File: src/rtl/seg_agu_pkg.sv
package seg_agu_pkg;

   typedef enum logic [2:0] {
      AM_DIRECT  = 3'd0,
      AM_REGIND  = 3'd1,
      AM_BASED   = 3'd2,
      AM_INDEXED = 3'd3,
      AM_BASEIDX = 3'd4
   } agu_mode_e;

   function automatic logic mode_is_legal(input logic [2:0] code);
      return code <= 3'd4;
   endfunction

endpackage

File: src/rtl/seg_agu_offset.sv
module seg_agu_offset
   import seg_agu_pkg::*;
#(
   parameter int OFS_W   = 16,
   parameter int SHORT_W = 8
) (
   input  logic [2:0]       mode,
   input  logic             ind_sel,
   input  logic             disp_short,
   input  logic [OFS_W-1:0] base_val,
   input  logic [OFS_W-1:0] index_val,
   input  logic [OFS_W-1:0] disp,
   output logic [OFS_W-1:0] ea,
   output logic             illegal
);

   localparam int EXT_W = OFS_W - SHORT_W;

   if (SHORT_W < 1 || SHORT_W >= OFS_W) begin : g_bad_short
      $error("seg_agu_offset: SHORT_W must lie between 1 and OFS_W-1");
   end

   logic [OFS_W-1:0] disp_eff;
   logic [OFS_W-1:0] sum_bd;
   logic [OFS_W-1:0] sum_id;
   logic [OFS_W-1:0] sum_bid;

   // short displacement: sign-extend the low byte, upper bits ignored
   always_comb begin
      if (disp_short)
         disp_eff = {{EXT_W{disp[SHORT_W-1]}}, disp[SHORT_W-1:0]};
      else
         disp_eff = disp;
   end

   // all sums truncate to OFS_W bits: the offset wraps within the segment
   always_comb begin
      sum_bd  = base_val + disp_eff;
      sum_id  = index_val + disp_eff;
      sum_bid = base_val + index_val + disp_eff;
   end

   always_comb begin
      illegal = !mode_is_legal(mode);
      unique case (mode)
         AM_DIRECT:  ea = disp_eff;
         AM_REGIND:  ea = ind_sel ? index_val : base_val;
         AM_BASED:   ea = sum_bd;
         AM_INDEXED: ea = sum_id;
         AM_BASEIDX: ea = sum_bid;
         default:    ea = '0;
      endcase
   end

endmodule

File: src/rtl/seg_agu_phys.sv
module seg_agu_phys #(
   parameter int OFS_W     = 16,
   parameter int SEG_W     = 16,
   parameter int SEG_SHIFT = 4,
   parameter bit SPLIT_ADD = 1'b1,
   localparam int PA_W     = SEG_W + SEG_SHIFT
) (
   input  logic [SEG_W-1:0] seg,
   input  logic [OFS_W-1:0] ofs,
   output logic [PA_W-1:0]  pa
);

   localparam int HI_W = OFS_W - SEG_SHIFT;

   if (SEG_SHIFT < 1 || SEG_SHIFT >= OFS_W) begin : g_bad_shift
      $error("seg_agu_phys: SEG_SHIFT must lie between 1 and OFS_W-1");
   end
   if (HI_W > SEG_W) begin : g_bad_seg
      $error("seg_agu_phys: offset wider than the shifted segment reach");
   end

   if (SPLIT_ADD) begin : g_split
      // low bits of the offset pass straight through; only the upper part adds
      logic [SEG_W-1:0] ofs_hi;
      logic [SEG_W-1:0] sum_hi;
      always_comb begin
         ofs_hi = SEG_W'(ofs[OFS_W-1:SEG_SHIFT]);
         sum_hi = seg + ofs_hi;
         pa     = {sum_hi, ofs[SEG_SHIFT-1:0]};
      end
   end else begin : g_full
      always_comb begin
         pa = {seg, {SEG_SHIFT{1'b0}}} + PA_W'(ofs);
      end
   end

endmodule

File: src/rtl/seg_agu_ip.sv
module seg_agu_ip #(
   parameter int               OFS_W    = 16,
   parameter int               LEN_W    = 4,
   parameter logic [OFS_W-1:0] IP_RESET = '0
) (
   input  logic             clk,
   input  logic             rst_n,
   input  logic             step,
   input  logic [LEN_W-1:0] len,
   input  logic             load,
   input  logic [OFS_W-1:0] load_val,
   output logic [OFS_W-1:0] ip
);

   if (LEN_W < 1 || LEN_W > OFS_W) begin : g_bad_len
      $error("seg_agu_ip: LEN_W must lie between 1 and OFS_W");
   end

   logic [OFS_W-1:0] ip_next;

   always_comb begin
      if (load)
         ip_next = load_val;
      else if (step)
         ip_next = ip + OFS_W'(len);
      else
         ip_next = ip;
   end

   always_ff @(posedge clk or negedge rst_n) begin
      if (!rst_n) ip <= IP_RESET;
      else        ip <= ip_next;
   end

endmodule

File: src/rtl/seg_agu.sv
module seg_agu #(
   parameter int OFS_W     = 16,
   parameter int SEG_W     = 16,
   parameter int SEG_SHIFT = 4,
   parameter int SHORT_W   = 8,
   parameter int LEN_W     = 4,
   parameter bit SPLIT_ADD = 1'b1
) (
   input  logic                       clk,
   input  logic                       rst_n,
   input  logic                       req_valid,
   input  logic [2:0]                 mode,
   input  logic                       ind_sel,
   input  logic                       disp_short,
   input  logic [OFS_W-1:0]           base_val,
   input  logic [OFS_W-1:0]           index_val,
   input  logic [OFS_W-1:0]           disp,
   input  logic [SEG_W-1:0]           seg_base,
   input  logic [SEG_W-1:0]           code_seg,
   input  logic                       ip_step,
   input  logic [LEN_W-1:0]           ip_len,
   input  logic                       ip_load,
   input  logic [OFS_W-1:0]           ip_load_val,
   output logic [OFS_W-1:0]           ea_out,
   output logic [SEG_W+SEG_SHIFT-1:0] pa_out,
   output logic                       mode_err,
   output logic                       out_valid,
   output logic [OFS_W-1:0]           ip_out,
   output logic [SEG_W+SEG_SHIFT-1:0] fetch_pa
);

   localparam int PA_W = SEG_W + SEG_SHIFT;

   logic [OFS_W-1:0] ea_c;
   logic             illegal_c;
   logic [PA_W-1:0]  pa_c;

   seg_agu_offset #(
      .OFS_W   (OFS_W),
      .SHORT_W (SHORT_W)
   ) u_ofs (
      .mode       (mode),
      .ind_sel    (ind_sel),
      .disp_short (disp_short),
      .base_val   (base_val),
      .index_val  (index_val),
      .disp       (disp),
      .ea         (ea_c),
      .illegal    (illegal_c)
   );

   seg_agu_phys #(
      .OFS_W     (OFS_W),
      .SEG_W     (SEG_W),
      .SEG_SHIFT (SEG_SHIFT),
      .SPLIT_ADD (SPLIT_ADD)
   ) u_opnd_pa (
      .seg (seg_base),
      .ofs (ea_c),
      .pa  (pa_c)
   );

   always_ff @(posedge clk or negedge rst_n) begin
      if (!rst_n) begin
         ea_out    <= '0;
         pa_out    <= '0;
         mode_err  <= 1'b0;
         out_valid <= 1'b0;
      end else begin
         out_valid <= req_valid;
         if (req_valid) begin
            ea_out   <= ea_c;
            pa_out   <= pa_c;
            mode_err <= illegal_c;
         end
      end
   end

   seg_agu_ip #(
      .OFS_W (OFS_W),
      .LEN_W (LEN_W)
   ) u_ip (
      .clk      (clk),
      .rst_n    (rst_n),
      .step     (ip_step),
      .len      (ip_len),
      .load     (ip_load),
      .load_val (ip_load_val),
      .ip       (ip_out)
   );

   seg_agu_phys #(
      .OFS_W     (OFS_W),
      .SEG_W     (SEG_W),
      .SEG_SHIFT (SEG_SHIFT),
      .SPLIT_ADD (SPLIT_ADD)
   ) u_fetch_pa (
      .seg (code_seg),
      .ofs (ip_out),
      .pa  (fetch_pa)
   );

endmodule

File: config.mk
export PLATFORM = sky130hd
export DESIGN_NAME = seg_agu
export DESIGN_NICKNAME = d
export VERILOG_FILES = /design/src/rtl/seg_agu_pkg.sv /design/src/rtl/seg_agu_offset.sv /design/src/rtl/seg_agu_phys.sv /design/src/rtl/seg_agu_ip.sv /design/src/rtl/seg_agu.sv
export SDC_FILE = /design/constraint.sdc
export NUM_CORES = 1
export LEC_CHECK = 0
export BUFFER_PORTS_ARGS = -buffer_cell sky130_fd_sc_hd__buf_4
export CAP_MARGIN = 20
export CORE_UTILIZATION = 45
export DETAILED_ROUTE_END_ITERATION = 8
export PLACE_DENSITY = 0.72
export SLEW_MARGIN = 25
export SYNTH_ARGS = -nofsm -noshare
export SYNTH_HDL_FRONTEND = slang
export SYNTH_SLANG_ARGS = --single-unit
File: constraint.sdc
create_clock -name clk -period 2.1 [get_ports clk]
set_input_delay 0.105 -clock clk [delete_from_list [all_inputs] [get_ports clk]]
set_output_delay 0.105 -clock clk [all_outputs]
set_load 0.05 [all_outputs]
== Word-level counts from Yosys, hierarchy flattened ==
Index checks and enable logic that the tools add are counted.
Storage, ports and cells
  bits in registers: 54
  bits of input ports: 110
  output and inout bits: 74
  logic and storage cells: 25
Cells by class
  muxes and demuxes: 5
  equality and inequality tests: 4
  $lt $le $gt $ge: 1
  $add $sub $neg: 7
  reductions and logical operators: 3
Operators with widths (number)
  one-hot mux 16 bit (5 select lines): 1
  adder 16 bit: 4
  two-way mux 16 bit: 4
  adder 16 x 12 -> 16 bit: 2
  adder 16 x 4 -> 16 bit: 1
  equality test 3 x 2 -> 1 bit (second input constant): 2
  equality test 3 x 1 -> 1 bit (second input constant): 1
  equality test 3 bit (second input constant): 1
  less-or-equal comparator 3 bit (second input constant): 1
  logical NOT 3 bit: 1
  nonzero test 2 bit: 1
  logical NOT 1 bit: 1

== Longest topological paths before layout ==
  depth in word-level cells: 4
  gate-level depth with buffers: 21
  depth with buffers taken out: 19

== Hierarchy ==
From an unflattened synthesis, not the netlist that was laid out.
Unflattened totals
  cells, all modules: 673
  area total of the unflattened synthesis: 6358.6 um^2
By module, submodules not included
  seg_agu_offset: cells an instance 299, seq. area each 0.0 um^2, area an instance 2423.6 um^2, times used 1
  seg_agu: cells an instance 79, seq. area each 950.9 um^2, area an instance 1551.5 um^2, times used 1
  seg_agu_phys: cells an instance 90, seq. area each 0.0 um^2, area an instance 675.6 um^2, times used 2
  seg_agu_ip: cells an instance 115, seq. area each 400.4 um^2, area an instance 1032.2 um^2, times used 1

== Worst setup path after synthesis ==
No wires, ideal clock.
  path kind: input to register
  start: in mode[2]
  end: reg pa_out[19]
  data required time: 1972 ps
  data arrival time: 4365 ps
  setup time: 128 ps
  stages on the path: 20
  path buffers: 3
  path slack: -2393 ps
  cell sequence: clkbuf_2 -> nand3b_2 -> buf_1 -> mux2_2 -> ha_1 -> a21oi_2 -> o21ai_1 -> a311o_1 -> a21o_1 -> and4_4 -> a311o_1 -> or3_1 -> ha_1 -> clkbuf_1 -> or2_2 -> a31oi_1 -> a21oi_1 -> mux2i_1 -> a41o_1 -> nor2_1
On the way
  word-level cells in the longest chain between the ends: 3
  elaborated cells on any way between the ends: 7
  those cells by class: 1 x add/sub; 4 x eq/ne; 1 x mux; 1 x reduce/logical
RTL lines
  start: declaration: RTL line seg_agu.sv:12  | input logic [2:0] mode,
  equality test 3 bit (tied with other cells): RTL line seg_agu_offset.sv:45  | unique case (mode)
  one-hot mux 16 bit (5 select lines) *: RTL line seg_agu_offset.sv:45
  named net ea_c[15]: RTL line seg_agu.sv:34  | logic [OFS_W-1:0] ea_c;
  adder 16 x 12 -> 16 bit *: RTL line seg_agu_phys.sv:28  | sum_hi = seg + ofs_hi;
  end signal: assignment: RTL line seg_agu.sv:73  | pa_out <= pa_c;
  end: declaration: RTL line seg_agu.sv:25  | output logic [SEG_W+SEG_SHIFT-1:0] pa_out,
Mark *: on every way through the listed nets, which the timed path passes. The rest lies on a longest branch.
A chain may end at the register's enable or synchronous reset.

== Worst setup path after layout ==
  start: in base_val[1]
  end: reg pa_out[15]
On the way
  word-level cells in the longest chain between the ends: 4
  elaborated cells on any way between the ends: 5
  those cells by class: 4 x add/sub; 1 x mux
RTL lines
  start: declaration: RTL line seg_agu.sv:15  | input logic [OFS_W-1:0] base_val,
  adder 16 bit (2 in a row): RTL line seg_agu_offset.sv:40  | sum_bid = base_val + index_val + disp_eff;
  one-hot mux 16 bit (5 select lines) *: RTL line seg_agu_offset.sv:45
  named net ea_c[9]: RTL line seg_agu.sv:34
  adder 16 x 12 -> 16 bit *: RTL line seg_agu_phys.sv:28
Marked as above.

==> flow_summary.ini <==
[run_status]
status = finished, violations left
violations = negative setup slack

[placement]
dpl_cell_area_sq_mm = 0.009599
gp_congestion = 0.9251
numPortBuffers = 183
post-dp-hpwl_mm = 16.45

[logic_synthesis]
syn_area_sq_mm = 0.006043
synth_cell_types = 66
synth_warnings = 0
synth_fp_nets = 896
ys_ff_latch = 50
synth_area_leaders = dfrtp_1, ha_1, fa_1
synth_most_common_cell = o21ai_0
avgSynthCellArea_sq_um = 8.536
synthArstFlopShare_pct = 100.0
netlist.area_leader.share_pct = 20.70
synthTopCellsByCount = o21ai_0, ha_1, nand2_1
ys_seq_area_share_pct = 20.70
synth_edf_count = 0
synth_top_cell_by_area = dfrtp_1
syn_inst = 708
ys.flop_type = dfrtp_1

[sta]
setup_slack_ns = -1.786
slew_headroom_pct = 50.18
finClkSkew_ns = 0.001703
post-route-period-util_pct = 185.0
max_freq_mhz = 257.3
tightestPinTransition_ns = 0.7395
rsz0062_at_grt = yes
fin_tns_setup_ns = -32.03
final_hold_viol_count = 0
slew_violations = 0
setup_viol_count_final = 40
min_period_ns = 3.886

[detailed_routing]
top_layer = met4
drtPass1Iterations = 5
drc_errors = 0
drt_iter0_drc = 394
wl_per_cell_microns = 17.69
vias = 6935
route.met3.wl_microns = 941
via_per_inst = 5.597
m1WireLength_mm = 8.884
wl_mm = 21.92
ant_nets = 0
wl_met2_mm = 11.56

[die]
die_height_microns = 117.9
fp.dieW_microns = 117.9
dieArea_sq_mm = 0.01390
initial_core_util_pct = 46.93
boundaryPins = 184
placementRows = 41
coreArea_sq_mm = 0.01288

[global_route]
grt.total_usage_pct = 30.19
grt_max_degree = 51
grt-ovfl-total = 0
first_global_vias = 7107
grt_pass1_wl_mm = 34.12
antenna_found_initial = 0

[clocking]
cts-root-buf = clkbuf_16
cts_made_buffers = 5
cts.path.max_buffers = 2
cts_max_level = 2
insertion_delay_ns = 0.29
cts_sinks = 50
clk_pin_slew_worst_paths_ns = 0.06
tritoncts = yes

[worst_hold_path]
min_path_type = input pin to flop

[finish]
areaGrowthSynthToFinish_pct = 75.18
diodes = 0
fillCellCount = 825
fin_nets = 1254
final_cell_area_sq_mm = 0.01059
drive_gt1_share_pct = 54.26

[critical_path]
cp-end-kind = flop
critical_path_arrival_ns = 4.06
cp-start-kind = input pin
worstPathRequired_ns = 2.28
worstSetupPathType = input pin to flop
cp_max_fo = 4

[power]
power_density_mw_per_mm2 = 750.5
power_leakage_nw = 4.928
ir_drop_uv = 714.0

[flow_run]
maxCapViolations = 0
-- critical path, stage by stage --
cell	delay, ns
buf_6	0.10
fa_1	0.54
ha_2	0.19
inv_2	0.04
fa_2	0.36
nor2b_4	0.15
o31ai_4	0.09
a21oi_2	0.18
nor2_1	0.07
xnor2_1	0.13
a2111oi_2	0.42
nand2_1	0.16
ha_4	0.25
inv_2	0.06
nor2_2	0.03
o21a_1	0.21
a2111oi_4	0.37
o311ai_4	0.18
xor2_1	0.17
mux2_4	0.27
-- what timing repair did --
| item | CTS | global route |
|---|---|---|
| endpoints found under the setup margin | 40 | 43 |
| pin swaps | 72 | 40 |
| endpoints found under the hold margin | 50 | 0 |
| resized for setup | 82 | 43 |
| buffers inserted | 15 | 16 |
| hold buffers | 1 | 0 |
-- through the flow --
stage	total power [mW]	setup WS [ns]	instances	util (%)	hold slack, ns
2_1_floorplan	4.635	-1.861	708	-	-0.1906
3_3_place_gp	6.308	-2.138	1206	74.55	0.1701
3_5_place_dp	6.396	-2.162	1206	74.55	0.1747
4_1_cts	7.676	-1.718	1228	79.74	0.01469
5_1_grt	8.334	-1.979	1239	82.22	0.03505
6_report	7.945	-1.786	1239	82.22	0.02202
-- where the power goes --
part / total (mW) / internal (mW) / switching [mW]
Combinational: 5.66 / 2.52 / 3.14
Clock: 0.928 / 0.563 / 0.365
Sequential: 1.36 / 1.19 / 0.174
-- path summary, 6_finish.rpt --
path | from | to | slack [ns] | cells after the start
worst max-delay path | base_val[1] | pa_out[15] | -1.79 | 20
worst min-delay path | ip_load_val[14] | u_ip.ip[14] | 0.02 | 3
worst max register to register | u_ip.ip[1] | u_ip.ip[15] | 0.10 | 9
worst min register to register | ea_out[11] | ea_out[11] | 0.51 | 1
max in group asynchronous | rst_n | u_ip.ip[1] | 1.21 | 2
min in group asynchronous | rst_n | pa_out[17] | 0.39 | 2
-- layout by cell type, fill, tap and decap left out, types with 5 or more instances in the layout --
cell type and count:
buf_4 353, nand2_1 52, nor2_1 43, o21ai_0 40, dfrtp_1 38, inv_1 33, xnor2_1 30, ha_1 29
buf_6 29, a21oi_1 26, mux2i_1 25, ha_4 25, a21o_1 21, mux2_4 17, fa_1 16, a21oi_2 15
mux2_2 15, xor2_1 14, dfrtp_2 12, o21ai_2 11, o21ai_1 10, nor3_1 10, nand3_1 10, nand2b_1 9
o21a_1 9, o211ai_1 8, xnor2_4 8, a21oi_4 5, and2_1 5, nand3b_1 5, o22ai_1 5, clkbuf_16 5
-- cell families after synthesis --
family                     synth area share, %
muxes                                    10.27
DFF                                      20.70
adders and majority gates                18.63
AOI/OAI and AO/OA                        23.15
buffers and inverters                    4.865
xor gates and xnor gates                 8.406
and+or+nand+nor                          13.98
-- layout make-up --
type | count | area (sq um) | area share, %
sequential | 50 | 1266 | 11.96
multi-input combinational | 588 | 5793 | 54.72
tap | 172 | 215.2 | 2.033
inverter | 37 | 138.9 | 1.312
clock buffer | 6 | 128.9 | 1.217
timing repair buffer | 384 | 3007 | 28.40
clock inverter | 2 | 37.54 | 0.3546
-- metal layers --
metal / GRT usage [%] / vias to the layer above
met5: 0 / -
met4: 9.455 / 0
met3: 4.700 / 51
met2: 55.77 / 216
met1: 35.39 / 3378
li1: - / 3290
-- state kept, by name, indices dropped and copies added (netlist names) --
register   cells
ea_out        16
mode_err       1
out_valid      1
pa_out        16
u_ip.ip       16
No activity file was read; power rests on OpenSTA's default activity.
